[config.mk]
export PLATFORM = sky130hd
export DESIGN_NAME = rp_desc_ring_ptr
export DESIGN_NICKNAME = d
export VERILOG_FILES = /design/src/rtl/rp_pkg.sv /design/src/rtl/rp_ring_adv.sv /design/src/rtl/rp_ring_dist.sv /design/src/rtl/rp_desc_ring_ptr.sv
export SDC_FILE = /design/constraint.sdc
export NUM_CORES = 2
export LEC_CHECK = 0
export ABC_AREA = 1
export BUFFER_PORTS_ARGS = -buffer_cell sky130_fd_sc_hd__buf_4
export CAP_MARGIN = 20
export CELL_PAD_IN_SITES_DETAIL_PLACEMENT = 1
export CELL_PAD_IN_SITES_GLOBAL_PLACEMENT = 1
export CORE_ASPECT_RATIO = 0.9
export CORE_MARGIN = 2
export CORE_UTILIZATION = 40
export CTS_BUF_LIST = sky130_fd_sc_hd__clkbuf_4 sky130_fd_sc_hd__clkbuf_8
export DETAILED_ROUTE_END_ITERATION = 6
export MAX_ROUTING_LAYER = met4
export PLACE_DENSITY_LB_ADDON = 0.1
export SKIP_LAST_GASP = 1
export SYNTH_ARGS = -nofsm -noshare
export SYNTH_HDL_FRONTEND = slang
export SYNTH_SLANG_ARGS = --single-unit
[constraint.sdc]
create_clock -name clk_i -period 26.1 [get_ports clk_i]
set_input_delay 0 -clock clk_i [delete_from_list [all_inputs] [get_ports clk_i]]
set_output_delay 0 -clock clk_i [all_outputs]
set_load 0.005 [all_outputs]
[src/rtl/rp_pkg.sv]
package rp_pkg;
    localparam int OFS_W   = 24;
    localparam int RID_W   = 2;
    localparam int REG_W   = 32;
    localparam int ALIGN_W = 4;
    localparam int POS_W   = OFS_W + RID_W;
    localparam int NPTR    = 3;

    localparam int IDX_TAIL = 0;
    localparam int IDX_HEAD = 1;
    localparam int IDX_CUR  = 2;

    localparam int CTL_TAIL_RST  = 0;
    localparam int CTL_HEAD_RST  = 1;
    localparam int CTL_CUR_RST   = 2;
    localparam int CTL_FLUSH     = 3;
    localparam int CTL_QUEUE_RST = 4;

    typedef enum logic [1:0] {
        SEL_LEN      = 2'd0,
        SEL_TAIL_INC = 2'd1,
        SEL_CTRL     = 2'd2,
        SEL_BASE     = 2'd3
    } cfg_sel_e;

    typedef struct packed {
        logic [RID_W-1:0] rid;
        logic [OFS_W-1:0] ofs;
    } ring_ptr_t;

    function automatic logic [REG_W-1:0] pack_ptr(ring_ptr_t p);
        logic [REG_W-1:0] w;
        w = '0;
        w[REG_W-1 -: RID_W] = p.rid;
        w[OFS_W-1:0]        = p.ofs;
        return w;
    endfunction
endpackage

[src/rtl/rp_ring_adv.sv]
module rp_ring_adv
    import rp_pkg::*;
(
    input  ring_ptr_t        ptr_i,
    input  logic [OFS_W-1:0] step_i,
    input  logic [OFS_W-1:0] len_i,
    output ring_ptr_t        ptr_o
);
    logic [OFS_W:0] sum_w;
    logic [OFS_W:0] wrap_w;

    always_comb begin
        sum_w  = {1'b0, ptr_i.ofs} + {1'b0, step_i};
        wrap_w = sum_w - {1'b0, len_i};
        if (sum_w >= {1'b0, len_i}) begin
            ptr_o.ofs = wrap_w[OFS_W-1:0];
            ptr_o.rid = ptr_i.rid + RID_W'(1);
        end else begin
            ptr_o.ofs = sum_w[OFS_W-1:0];
            ptr_o.rid = ptr_i.rid;
        end
    end
endmodule

[src/rtl/rp_ring_dist.sv]
module rp_ring_dist
    import rp_pkg::*;
(
    input  ring_ptr_t        from_i,
    input  ring_ptr_t        to_i,
    input  logic [OFS_W-1:0] len_i,
    output logic [POS_W-1:0] dist_o
);
    logic [POS_W-1:0] pos_from;
    logic [POS_W-1:0] pos_to;
    logic [POS_W-1:0] span;

    always_comb begin
        pos_from = POS_W'(from_i.rid) * POS_W'(len_i) + POS_W'(from_i.ofs);
        pos_to   = POS_W'(to_i.rid)   * POS_W'(len_i) + POS_W'(to_i.ofs);
        span     = POS_W'(len_i) << RID_W;
        if (pos_to >= pos_from) begin
            dist_o = pos_to - pos_from;
        end else begin
            dist_o = (span - pos_from) + pos_to;
        end
    end
endmodule

[src/rtl/rp_desc_ring_ptr.sv]
module rp_desc_ring_ptr
    import rp_pkg::*;
#(
    parameter int CNT_W   = 8,
    parameter int RST_LEN = 16
) (
    input  logic              clk_i,
    input  logic              rst_ni,
    input  logic              cfg_wr_i,
    input  logic [1:0]        cfg_sel_i,
    input  logic [REG_W-1:0]  cfg_data_i,
    input  logic              fetch_vld_i,
    input  logic [CNT_W-1:0]  fetch_cnt_i,
    input  logic              consume_vld_i,
    input  logic [CNT_W-1:0]  consume_cnt_i,
    output logic [REG_W-1:0]  tail_ptr_o,
    output logic [REG_W-1:0]  head_ptr_o,
    output logic [REG_W-1:0]  cur_ptr_o,
    output logic [OFS_W-1:0]  used_cnt_o,
    output logic [OFS_W-1:0]  avail_cnt_o,
    output logic              ring_full_o,
    output logic              inc_err_o,
    output logic [REG_W-1:0]  fetch_addr_o
);
    localparam int BASE_W = REG_W - ALIGN_W;

    typedef struct packed {
        ring_ptr_t          tail;
        ring_ptr_t          head;
        ring_ptr_t          cur;
        logic [OFS_W-1:0]   len;
        logic [BASE_W-1:0]  base;
        logic               err;
    } state_t;

    state_t state_d, state_q;

    ring_ptr_t        adv_in   [NPTR];
    ring_ptr_t        adv_out  [NPTR];
    logic [OFS_W-1:0] adv_step [NPTR];
    ring_ptr_t        dist_from[NPTR];
    ring_ptr_t        dist_to  [NPTR];
    logic [POS_W-1:0] dist_w   [NPTR];

    // distance pairs: 0 cur->tail (used), 1 head->tail (avail), 2 cur->head (held)
    assign dist_from[0] = state_q.cur;
    assign dist_to[0]   = state_q.tail;
    assign dist_from[1] = state_q.head;
    assign dist_to[1]   = state_q.tail;
    assign dist_from[2] = state_q.cur;
    assign dist_to[2]   = state_q.head;

    assign adv_in[IDX_TAIL] = state_q.tail;
    assign adv_in[IDX_HEAD] = state_q.head;
    assign adv_in[IDX_CUR]  = state_q.cur;

    for (genvar g = 0; g < NPTR; g++) begin : g_ptr
        rp_ring_adv u_adv (
            .ptr_i  (adv_in[g]),
            .step_i (adv_step[g]),
            .len_i  (state_q.len),
            .ptr_o  (adv_out[g])
        );
        rp_ring_dist u_dist (
            .from_i (dist_from[g]),
            .to_i   (dist_to[g]),
            .len_i  (state_q.len),
            .dist_o (dist_w[g])
        );
    end

    logic             wr_len, wr_tail, wr_ctrl, wr_base;
    logic [OFS_W-1:0] free_w;
    logic [OFS_W-1:0] tail_req;
    logic             tail_over;

    assign wr_len  = cfg_wr_i && (cfg_sel_i == SEL_LEN);
    assign wr_tail = cfg_wr_i && (cfg_sel_i == SEL_TAIL_INC);
    assign wr_ctrl = cfg_wr_i && (cfg_sel_i == SEL_CTRL);
    assign wr_base = cfg_wr_i && (cfg_sel_i == SEL_BASE);
    assign tail_req = cfg_data_i[OFS_W-1:0];

    // step sizes, each clipped to what the ring holds
    always_comb begin
        if (dist_w[0] >= POS_W'(state_q.len)) begin
            free_w = '0;
        end else begin
            free_w = state_q.len - dist_w[0][OFS_W-1:0];
        end
        tail_over = 1'b0;
        adv_step[IDX_TAIL] = '0;
        if (wr_tail) begin
            if (tail_req > free_w) begin
                adv_step[IDX_TAIL] = free_w;
                tail_over          = 1'b1;
            end else begin
                adv_step[IDX_TAIL] = tail_req;
            end
        end
        adv_step[IDX_HEAD] = '0;
        if (fetch_vld_i) begin
            if (POS_W'(fetch_cnt_i) > dist_w[1]) adv_step[IDX_HEAD] = dist_w[1][OFS_W-1:0];
            else                                 adv_step[IDX_HEAD] = OFS_W'(fetch_cnt_i);
        end
        adv_step[IDX_CUR] = '0;
        if (consume_vld_i) begin
            if (POS_W'(consume_cnt_i) > dist_w[2]) adv_step[IDX_CUR] = dist_w[2][OFS_W-1:0];
            else                                   adv_step[IDX_CUR] = OFS_W'(consume_cnt_i);
        end
    end

    // next state
    always_comb begin
        state_d      = state_q;
        state_d.tail = adv_out[IDX_TAIL];
        state_d.head = adv_out[IDX_HEAD];
        state_d.cur  = adv_out[IDX_CUR];
        if (tail_over) state_d.err = 1'b1;
        if (wr_len && (cfg_data_i[OFS_W-1:0] != '0)) begin
            state_d.len = cfg_data_i[OFS_W-1:0];
        end
        if (wr_base) state_d.base = cfg_data_i[REG_W-1:ALIGN_W];
        if (wr_ctrl) begin
            if (cfg_data_i[CTL_FLUSH])    state_d.head = state_d.cur;
            if (cfg_data_i[CTL_TAIL_RST]) state_d.tail = '0;
            if (cfg_data_i[CTL_HEAD_RST]) state_d.head = '0;
            if (cfg_data_i[CTL_CUR_RST])  state_d.cur  = '0;
            if (cfg_data_i[CTL_QUEUE_RST]) begin
                state_d.tail = '0;
                state_d.head = '0;
                state_d.cur  = '0;
                state_d.err  = 1'b0;
            end
        end
    end

    always_ff @(posedge clk_i or negedge rst_ni) begin
        if (!rst_ni) begin
            state_q      <= '0;
            state_q.len  <= OFS_W'(RST_LEN);
        end else begin
            state_q <= state_d;
        end
    end

    assign tail_ptr_o   = pack_ptr(state_q.tail);
    assign head_ptr_o   = pack_ptr(state_q.head);
    assign cur_ptr_o    = pack_ptr(state_q.cur);
    assign used_cnt_o   = dist_w[0][OFS_W-1:0];
    assign avail_cnt_o  = dist_w[1][OFS_W-1:0];
    assign ring_full_o  = (state_q.head.ofs == state_q.tail.ofs) &&
                          (state_q.head.rid != state_q.tail.rid);
    assign inc_err_o    = state_q.err;
    assign fetch_addr_o = {state_q.base, {ALIGN_W{1'b0}}} +
                          (REG_W'(state_q.head.ofs) << ALIGN_W);


    head_hold_chk: assert property (@(posedge clk_i) disable iff (!rst_ni)
        (!fetch_vld_i && !cfg_wr_i) |=> $stable(head_ptr_o));

    tail_hold_chk: assert property (@(posedge clk_i) disable iff (!rst_ni)
        (!cfg_wr_i) |=> $stable(tail_ptr_o));

    cur_hold_chk: assert property (@(posedge clk_i) disable iff (!rst_ni)
        (!consume_vld_i && !cfg_wr_i) |=> $stable(cur_ptr_o));

    err_sticky_chk: assert property (@(posedge clk_i) disable iff (!rst_ni)
        (inc_err_o && !(cfg_wr_i && cfg_sel_i == SEL_CTRL)) |=> inc_err_o);

    err_source_chk: assert property (@(posedge clk_i) disable iff (!rst_ni)
        $rose(inc_err_o) |-> $past(cfg_wr_i && cfg_sel_i == SEL_TAIL_INC));

    head_bound_chk: assert property (@(posedge clk_i) disable iff (!rst_ni)
        (fetch_vld_i && !cfg_wr_i && avail_cnt_o == '0) |=> $stable(head_ptr_o));
endmodule

Word-level counts from Yosys, hierarchy flattened:

Cells that the tools add are included.

* bits in registers: 131
* logic and storage cells: 81

* $add $sub $neg: 22
* multipliers: 3
* $lt $le $gt $ge: 10
* equality and inequality tests: 5
* mux-type cells: 24
* reductions and logical operators: 8

Operator list (count)
* $mux W26: 10
* $mux W24: 7
* $mux W78: 2
* $sub A26 B26 Y26: 5
* $sub A24 B24 Y24: 4
* $add A26 B24 Y26: 3
* $add A26 B26 Y26: 3
* $ge A26 B26 Y1: 3
* $mul A2 B24 Y26: 3
* $add A24 B24 Y25: 3
* $ge A25 B24 Y1: 3
* $gt A8 B26 Y1: 2
* $add A32 B28 Y32: 1
* $ge A26 B24 Y1: 1
* $eq A24 B24 Y1: 1
* $gt A24 B24 Y1: 1
* $reduce_bool A24 Y1: 1
* $add A2 B1 Y2 const B: 3
* $logic_and A1 B1 Y1: 6
* $mux W1: 5
* $eq A2 B2 Y1 const B: 2
* $eq A2 B1 Y1 const B: 1
* $logic_not A2 Y1: 1
* $ne A2 B2 Y1: 1

Logic depth before layout (Yosys ltp):

* depth after elaboration: 16
* mapped depth: 93
* depth with buffers taken out: 86

Hierarchy:

Synthesis repeated with hierarchy kept, for this count alone.

* cells, all modules: 8507
* area, all modules: 49475.0 um^2

Modules (own cells, without submodules)
* rp_ring_adv: instances 3, cells an instance 832, area each 4045.1 um^2
* rp_desc_ring_ptr: instances 1, cells an instance 1733, area each 11847.6 um^2
* rp_ring_dist at g_ptr[2].u_dist: instances 1, cells an instance 1467, area each 8673.3 um^2
* rp_ring_dist at g_ptr[1].u_dist: instances 1, cells an instance 1439, area each 8598.2 um^2
* rp_ring_dist at g_ptr[0].u_dist: instances 1, cells an instance 1372, area each 8220.4 um^2

Worst setup path before layout:

No wires, ideal clock.

* path type: flip-flop to flip-flop
* start point: register state_q (netlist bit tail_ptr_o[30])
* end point: register state_q (netlist bit tail_ptr_o[31])
* library setup time: 0.119 ns
* arrival time: 13.000 ns
* data required time: 25.981 ns
* setup slack: 12.981 ns
* cell stages (with the launch flop): 89
* path buffers: 8
* path through: dfrtp_1 > clkbuf_1 > clkbuf_1 > nand2_1 > fa_1 > inv_1 > ha_1 > fa_1 > nand3_1 > nand2_1 > nand2_1 > nand2_1 > nand3_1 > nand2_1 > nand2_1 > nand2_1 > nand3_1 > nand2_1 > (+53 left out) > a21oi_1 > o21bai_1 > nand2_1 > nand2_1 > nand2_1 > nand2_1 > a21boi_0 > inv_1 > a21oi_1 > o21ai_0 > nand2_1 > nand2_1 > nand2_1 > nand3_1 > buf_2 > buf_1 > a21oi_1 > nor2_1

RTL lines
* start: declaration: line rp_desc_ring_ptr.sv:36 `state_t state_d, state_q;`
* start signal: assignment: line rp_desc_ring_ptr.sv:142 `state_q <= state_d;`

==> summary.log <==
[clock_tree] maximum count of clock buffers along a single path 2
[logic_synthesis] library cells used by synthesis 69
[logic_synthesis] sequential area share after synthesis 9.42%
[final_layout] net count reported at finish 6388
[setup_path] cell with the largest stage delay on the worst path sky130_fd_sc_hd__dfrtp_1
[timing] fin. max-slew vios 0
[timing] f_max 0.0556 GHz
[setup_path] total buffers and inverters traversed by the critical path 14
[grt] global-route wire length before repair 248000 microns
[logic_synthesis] area of the mapped netlist 0.0348 sq mm
[timing] Final min period 17.98 ns
[timing] Final Hold Vio Count 0
[logic_synthesis] simple-gate share of the synthesized area 28.9%
[logic_synthesis] mean area per synthesized cell 6.24 sq um
[logic_synthesis] library cell with the largest summed area after synthesis sky130_fd_sc_hd__ha_1
[min_path] class of the worst hold path primary input to asynchronous set/reset pin
[logic_synthesis] dominant synthesized flop cell sky130_fd_sc_hd__dfrtp_1
[place] PortBufs 210
[setup_path] largest stage delay on the critical path 1.05 ns
[route] number of detailed-route iterations in the first pass 5
[route] 1st-iter DRT viols 2794
[logic_synthesis] share of flip-flops with an asynchronous set or reset 100%
[setup_path] type of origin of the critical path register
[setup_path] CP Capture Type register
[clock_tree] number of levels the H-tree was split into 4
[setup_path] most repeated library cell on the critical path sky130_fd_sc_hd__nand2_1
[place] hpwl dp 142000 microns
[logic_synthesis] number of enable-type register cells in the synthesized netlist 0
[logic_synthesis] most used standard cell by instance count after synthesis sky130_fd_sc_hd__nand2_1
[setup_path] CP Max Fanout 28
[status] outcome finished, final reports clean
[setup_path] required time of the worst setup path 26.55 ns
[clock_tree] clk_lat worst skew 0.54 ns
[grt] total routing resource utilization after global routing 38.1%
[floorplan] Horiz. Die Dim 315 microns
[route] total number of vias 38.6k
[logic_synthesis] synthesized instance count 5578
[grt] initial antenna violation count 6
[grt] maximum number of pins on one net before global-route repair 82
[grt] via count of the first global-routing pass 38.5k
[logic_synthesis] synthesized-area fraction occupied by ao, oa, aoi and oai cells 16.3%
[logic_synthesis] cell types occupying the most area after synthesis sky130_fd_sc_hd__ha_1, sky130_fd_sc_hd__nand2_1, sky130_fd_sc_hd__dfrtp_1
[final_layout] fraction of layout cells with a size suffix above 1 7.77%
[route] DRC violation count after routing 0
[route] routed wirelength normalized by instance count 24.3 microns
[logic_synthesis] ranking of synthesized cells by instance count sky130_fd_sc_hd__nand2_1, sky130_fd_sc_hd__inv_1, sky130_fd_sc_hd__a21oi_1, sky130_fd_sc_hd__ha_1, sky130_fd_sc_hd__nor2_1
[timing] clock skew 0.0284 ns
[logic_synthesis] number of storage elements in the synthesis netlist 131
[timing] share of the cycle needed by the critical path after routing 68.9%
[logic_synthesis] Ys Warns 0
[floorplan] Boundary Pins 233
[logic_synthesis] parity-gate share of the synthesized area counting xor and xnor cells 8.98%
[route] count of nets left with antenna violations after detail routing 0
[floorplan] Die Y-Extent 284 microns
[timing] total negative slack for setup checks 0 ns
[timing] Max transition margin 16.6%
[final_layout] final std cells w/o fill 6914
[grt] GRT overflow 0
[floorplan] core outline area 0.0861 sq mm
[clock_tree] cell at the root of the clock tree sky130_fd_sc_hd__clkbuf_8
[timing] Worst-Margin Slew 1.24 ns
[clock_tree] total clock buffers created by CTS 17
[clock_tree] Num Clock Sinks 131
[logic_synthesis] share of Yosys cell area claimed by the top area cell type 16.9%
[final_layout] layout-stage area growth over the synthesis result 9.47%
[clock_tree] clock tree from TritonCTS done
[job] Max-Cap Viols 0
[route] routed vias/inst 5.58
[logic_synthesis] mux contribution to synthesized area 0.291%
[floorplan] std cell rows 102
[timing] Setup violations, final 0
[floorplan] total die area 0.0894 sq mm
[setup_path] r2r setup slk 8.12 ns
[logic_synthesis] arithmetic-cell share of the synthesized area counting full adders, half adders and majority gates 23.2%
[clock_tree] Clock transition at path regs 0.10 ns
[logic_synthesis] largest family of logic cells by synthesized area simple AND/OR/NAND/NOR gates
[place] Cell Count Post-Placement 6843
[setup_path] critical path data arrival time 18.42 ns
[floorplan] Initial Util 40.4%
[place] routability-driven placement congestion ratio 1.04
[setup_path] cell family contributing the most delay on the critical path compound AO/OA/AOI/OAI gates
[clock_tree] post-CTS resize count 0
[setup_path] worst setup path category register to register
[route] Post-Route WL 168000 microns
[timing] unrepaired setup endpoints after global routing false
metal layers:
metal | vias up | track usage [%] | share of wire (%)
li1 | 18300 | - | -
met1 | 18700 | 50.2 | 45
met2 | 1276 | 57.1 | 43
met3 | 342 | 4.90 | 6.3
met4 | 0 | 18.5 | 5.9
met5 | - | - | 0
worst reg2reg max path, delay by kind of cell (launching register included):
family	cells	cell delay, ns
xor+xnor	4	1.54
compound gates	23	5.14
buf+inv	14	2.89
simple gates	27	4.01
flops	1	1.05
fa+ha+maj	10	3.29
final timing paths:
kind,from,end,cells past startpoint
min reg2reg,state_q[37],state_q[37],2
max reg2reg,cur_ptr_o[30],tail_ptr_o[22],78
max in group asynchronous,rst_ni,tail_ptr_o[9],3
min in group clk_i,cfg_wr_i,inc_err_o,3
max,cur_ptr_o[30],tail_ptr_o[22],78
min,rst_ni,head_ptr_o[10],2
sequential cells by signal, summed over array words and instances, names as in the netlist:
| register | cells |
|---|---|
| cur_ptr_o | 26 |
| head_ptr_o | 26 |
| inc_err_o | 1 |
| state_q | 52 |
| tail_ptr_o | 26 |
final cells by class:
| cell class | instances | area, sq um |
|---|---|---|
| Clock inverter | 15 | 141 |
| Antenna cell | 4 | 10.0 |
| Clock buffer | 17 | 234 |
| Sequential cell | 131 | 3280 |
| Multi-Input combinational cell | 4416 | 27300 |
| Inverter | 874 | 3280 |
| Tap cell | 1144 | 1430 |
| Timing Repair Buffer | 313 | 2480 |
| Fill cell | 11800 | 48000 |
placed cells by master, fill, tap and decap left out, types with 24 or more instances in the layout:
| master | n |
|---|---|
| sky130_fd_sc_hd__dlygate4sd3_1 | 33 |
| sky130_fd_sc_hd__dfrtp_1 | 130 |
| sky130_fd_sc_hd__inv_2 | 28 |
| sky130_fd_sc_hd__inv_1 | 845 |
| sky130_fd_sc_hd__o21ai_0 | 329 |
| sky130_fd_sc_hd__o21bai_1 | 34 |
| sky130_fd_sc_hd__nand2_2 | 29 |
| sky130_fd_sc_hd__nor3_1 | 47 |
| sky130_fd_sc_hd__nand4_1 | 95 |
| sky130_fd_sc_hd__fa_1 | 110 |
| sky130_fd_sc_hd__xor2_1 | 225 |
| sky130_fd_sc_hd__xnor2_1 | 132 |
| sky130_fd_sc_hd__buf_4 | 277 |
| sky130_fd_sc_hd__nor2_1 | 389 |
| sky130_fd_sc_hd__ha_1 | 470 |
| sky130_fd_sc_hd__nand3_1 | 261 |
| sky130_fd_sc_hd__conb_1 | 54 |
| sky130_fd_sc_hd__a31oi_1 | 24 |
| sky130_fd_sc_hd__nand2_1 | 1466 |
| sky130_fd_sc_hd__a21oi_1 | 488 |
cells by family after synthesis:
family	Yosys count
compound gates	1027
xor+xnor	357
fa+ha+maj	580
buf+inv	1084
flops	131
mux	9
other cells	1
simple gates	2389
per-stage QoR:
step	cell area [sq um]	worst slack [ns]	hold slack (ns)	util, %
after floorplan	35000	12.98	-0.296	-
after global placement	37300	8.99	0.125	43.4
after detailed placement	37400	8.46	0.114	43.4
after CTS	38100	8.35	0.0599	44.2
after global routing	38100	6.74	0.0952	44.3
final	38100	8.12	0.0729	44.3
repair_timing:
action / 4_1_cts / 5_1_grt
buffers inserted: 0 / 0
hold endpoints to repair: 132 / 0
hold buffers: 33 / 0
Power is not shown: default switching activity piles up to over one toggle a cycle in this logic, so the estimate is an artifact.
